[src/rtl/pcode_pkg.sv]
package pcode_pkg;
  localparam int INFO_W = 4;
  localparam int WORD_W = INFO_W + 1;
  localparam int SPLIT  = WORD_W / 2;
  localparam logic [INFO_W-1:0] TAP_MASK = 4'b1001;

  typedef logic [INFO_W-1:0] info_t;
  typedef logic [WORD_W-1:0] word_t;

  // attach even parity below the information nibble
  function automatic word_t encode(input info_t i);
    return {i, ^i};
  endfunction

  // one shift of the maximal-length register
  function automatic info_t advance(input info_t i);
    return {i[INFO_W-2:0], ^(i & TAP_MASK)};
  endfunction

  function automatic word_t next_word(input word_t w);
    return encode(advance(w[WORD_W-1:1]));
  endfunction

  function automatic logic is_code(input word_t w);
    return (w != '0) && !(^w);
  endfunction
endpackage

[src/rtl/pcode_next_state.sv]
module pcode_next_state
  import pcode_pkg::*;
(
  input  word_t cur,
  output word_t nxt
);
  assign nxt = next_word(cur);
endmodule

[src/rtl/pcode_fault_mux.sv]
module pcode_fault_mux #(
  parameter int W = 1
) (
  input  logic [W-1:0] din,
  input  logic [W-1:0] force_en,
  input  logic [W-1:0] force_val,
  output logic [W-1:0] dout
);
  for (genvar i = 0; i < W; i++) begin : g_bit
    assign dout[i] = force_en[i] ? force_val[i] : din[i];
  end
endmodule

[src/rtl/pcode_xor_tree.sv]
module pcode_xor_tree #(
  parameter int W      = 2,
  parameter bit INVERT = 1'b0
) (
  input  logic [W-1:0] din,
  output logic         dout
);
  logic [W-1:0] chain;
  assign chain[0] = din[0];
  for (genvar i = 1; i < W; i++) begin : g_stage
    assign chain[i] = chain[i-1] ^ din[i];
  end
  if (INVERT) begin : g_inv
    assign dout = ~chain[W-1];
  end else begin : g_true
    assign dout = chain[W-1];
  end
endmodule

[src/rtl/pcode_tsc_checker.sv]
module pcode_tsc_checker
  import pcode_pkg::*;
(
  input  word_t       word,
  input  logic [1:0]  rail_force_en,
  input  logic [1:0]  rail_force_val,
  output logic [1:0]  rails
);
  logic [1:0] raw;

  pcode_xor_tree #(.W(SPLIT), .INVERT(1'b0)) u_low (
    .din (word[SPLIT-1:0]),
    .dout(raw[0])
  );

  pcode_xor_tree #(.W(WORD_W-SPLIT), .INVERT(1'b1)) u_high (
    .din (word[WORD_W-1:SPLIT]),
    .dout(raw[1])
  );

  pcode_fault_mux #(.W(2)) u_rail_flt (
    .din      (raw),
    .force_en (rail_force_en),
    .force_val(rail_force_val),
    .dout     (rails)
  );
endmodule

[src/rtl/pcode_lfsr_counter.sv]
module pcode_lfsr_counter
  import pcode_pkg::*;
#(
  parameter logic [4:0] SEED = 5'b00011
) (
  input  logic       clk,
  input  logic       rst,
  input  logic       load_en,
  input  logic [4:0] load_word,
  input  logic       step_en,
  input  logic [4:0] flt_state_en,
  input  logic [4:0] flt_state_val,
  input  logic [1:0] flt_rail_en,
  input  logic [1:0] flt_rail_val,
  output logic [4:0] state_q,
  output logic [1:0] err_rail
);
  word_t state_reg;
  word_t step_word;
  logic  load_ok;

  assign load_ok = load_en && is_code(load_word);

  pcode_next_state u_next (
    .cur(state_reg),
    .nxt(step_word)
  );

  always_ff @(posedge clk) begin
    if (rst)                state_reg <= SEED;
    else if (load_en) begin
      if (load_ok)          state_reg <= load_word;
    end
    else if (step_en)       state_reg <= step_word;
  end

  pcode_fault_mux #(.W(WORD_W)) u_state_flt (
    .din      (state_reg),
    .force_en (flt_state_en),
    .force_val(flt_state_val),
    .dout     (state_q)
  );

  pcode_tsc_checker u_chk (
    .word          (state_q),
    .rail_force_en (flt_rail_en),
    .rail_force_val(flt_rail_val),
    .rails         (err_rail)
  );
endmodule

[config.mk]
export PLATFORM = sky130hd
export DESIGN_NAME = pcode_lfsr_counter
export DESIGN_NICKNAME = d
export VERILOG_FILES = /design/src/rtl/pcode_pkg.sv /design/src/rtl/pcode_next_state.sv /design/src/rtl/pcode_fault_mux.sv /design/src/rtl/pcode_xor_tree.sv /design/src/rtl/pcode_tsc_checker.sv /design/src/rtl/pcode_lfsr_counter.sv
export SDC_FILE = /design/constraint.sdc
export NUM_CORES = 1
export LEC_CHECK = 0
export CAP_MARGIN = 10
export CORE_UTILIZATION = 29
export CTS_BUF_LIST = sky130_fd_sc_hd__clkbuf_4
export DETAILED_ROUTE_END_ITERATION = 7
export PLACE_DENSITY = 0.64
export REMOVE_ABC_BUFFERS = 1
export SLEW_MARGIN = 40
export SYNTH_ARGS = -nofsm -noshare
export SYNTH_HDL_FRONTEND = slang
export SYNTH_SLANG_ARGS = --single-unit
[constraint.sdc]
create_clock -name clk -period 2.7 [get_ports clk]
set_clock_uncertainty 0.15 [all_clocks]
set_input_delay 0.81 -clock clk [delete_from_list [all_inputs] [get_ports clk]]
set_output_delay 0.81 -clock clk [all_outputs]
set_load 0.02 [all_outputs]
==> impl_metrics.toml <==
[placement]
dp_hpwl_um = 984
dp_slack_ns = -0.978
gp_congestion = 0.748
portBuffers = 29

[critical_path]
crit_path_start_kind = "primary input"
worst_path_max_delay_cell = "mux2_4"
cp_data_arrival_time_ns = 1.93
crit_chain = "buf_6 > mux2_4 > xor2_2 > xnor2_2 > mux2_4 > buf_6"
crit_fanout = 2
reg2reg_depth = 5
critPathRequiredTime_ns = 1.74
end_kind = "output port"
crit_type = "primary input to output port"
critPathMaxStageDelay_ns = 0.31

[drt]
route.detailed.drc = 0
drtPass1Iterations = 4
drtIter0Drc = 6
antenna_left = 0
wl_mm = 1.22
vias = 529
via_per_inst = 4.90
wl_per_cell_um = 11.3

[yosys]
seq_area_frac_synth_pct = 21.9
ys_ff_latch = 5
ys_async_sr_fraction_pct = 0
synth_edf_count = 0
synth.distinct_cells = 27
synthCells = 51
yosysWarnings = 0
synthFlopType = "dfxtp_1"
synth.avg_cell_area_sq_um = 8.95
syn_area_sq_um = 457

[hold_path]
hold_path_class = "flip-flop to flip-flop"
min_path_cells = 2

[finish]
drive_above_1_share_pct = 36.6
largest_register_ff_count = 5
antenna_cells = 0
fillCellCount = 141
area_delta_synth_final_pct = 90.4
fin_util_pct = 62.9
final_nets = 119

[run]
cap_violations = 0

[global_routing]
top_usage_layer = "met2"
grt_max_degree = 8
antenna_found_initial = 0
met1_usage_pct = 18.4
use_met3_pct = 4.78
grt_pass1_wl_mm = 2.13
overflow = 0
grtUsageTotal_pct = 16.0
grt_pass1_vias = 514
use_met2_pct = 25.6

[floorplanning]
die_w_um = 41.7
coreArea_sq_mm = 0.00138
initial_utilization_pct = 33.0
die_h_um = 41.7
die_area_sq_mm = 0.00174
top_level_ports = 30
rows = 13

[timing]
min_period_ns = 2.89
slew_headroom_pct = 81.6
finalHoldViolCount = 0
setup_viol = 2
slew_viol_final = 0
max_slew.worst_pin.slew_ns = 0.275
final.period_utilization_pct = 107
rsz0062_at_grt = "true"
fin_tns_setup_ns = -0.210
max_freq_ghz = 0.346
setup_ws_ns = -0.188

[cts]
postCtsHoldBufs = 0
cts-root-buf = "clkbuf_4"
clk_pin_slew_ns = 0.04
cts_buffers = 3
clk_latency_ns = 0.24
cts_buffer_depth = 2
cts_max_level = 1
numClockSinks = 5
post_cts_buffers = 0
cts_tree = "yes"

[run_status]
violations = "setup timing"
status = "finished with violations"

[pwr]
p_leak_nw = 0.434
power_w = 0.000376
irDropWorstVdd_mv = 0.196
powerDensity_mw_per_mm2 = 432
through the flow:
step / std cells / instance area, sq um / hold slack [ns]
finish: 108 / 870 / 0.358
floorplan: 51 / 457 / 0.325
CTS: 108 / 863 / 0.371
global route: 108 / 870 / 0.421
global placement: 104 / 833 / 0.354
detailed placement: 104 / 833 / 0.356
path summary, 6_finish.rpt:
| kind | from | slack [ns] | end |
|---|---|---|---|
| hold reg to reg | state_reg[0] | 0.36 | state_reg[0] |
| hold / removal | state_reg[0] | 0.36 | state_reg[0] |
| setup / recovery | flt_state_en[3] | -0.19 | err_rail[1] |
| setup reg to reg | state_reg[4] | 1.45 | state_reg[0] |
per-layer routing:
| layer | vias to the layer above | wire [um] |
|---|---|---|
| met5 | - | 0 |
| met3 | 2 | 102 |
| met1 | 232 | 526 |
| met4 | 0 | 12 |
| li1 | 266 | - |
| met2 | 29 | 581 |
kinds of logic after synthesis:
group	share of synthesized area, %
compound gates	18.1
simple gates	18.6
buf+inv	4.11
flops	21.9
xor+xnor	13.2
fa+ha+maj	5.48
mux	18.6
layout by cell type, fill, tap and decap left out, types with 3 or more instances in the layout:
master,instances
xor2_1,3
buf_2,3
dfxtp_1,5
inv_1,5
dlygate4sd2_1,9
buf_6,5
nor2_1,6
mux2_4,6
clkdlybuf4s50_1,12
buf_4,9
clkbuf_4,4
area by class of cell:
| class | instances | area, sq um | area share (%) |
|---|---|---|---|
| well taps | 15 | 18.8 | 2.16 |
| clock buffers | 4 | 30.0 | 3.45 |
| repair buffers | 38 | 338 | 38.8 |
| flip-flops and latches | 5 | 100 | 11.5 |
| multi-input cells | 41 | 364 | 41.9 |
| inverters | 5 | 18.8 | 2.16 |
repair_timing:
| action | 4_1_cts | 5_1_grt |
|---|---|---|
| resized for setup | 51 | 1 |
| setup endpoints to repair | 7 | 2 |
| pin swaps | 3 | 2 |
power breakdown:
| part | switching (W) | internal, W | leakage, nW |
|---|---|---|---|
| registers | 0.00000677 | 0.0000839 | 0.0415 |
| clock network | 0.0000324 | 0.0000660 | 0.0184 |
| logic | 0.0000790 | 0.000108 | 0.374 |
worst max-delay path, delay by kind of cell:
kind,cells,cell delay [ns]
buffers and inverters,2,0.22
multiplexers,2,0.58
XOR/XNOR,2,0.32
cell usage after synthesis, drive strengths merged, types with 2 or more instances:
master  number  share of area (%)
nand2        2                1.6
nor2         6                4.9
nand2b       2                3.3
xor2         4                9.3
dfxtp        5                 22
o221a        2                4.9
mux2         6                 16
a21oi        2                2.2
inv          5                4.1
nand3        2                3.3
xnor2        2                3.8
ha           2                5.5
(Power assumes the default switching activity.)
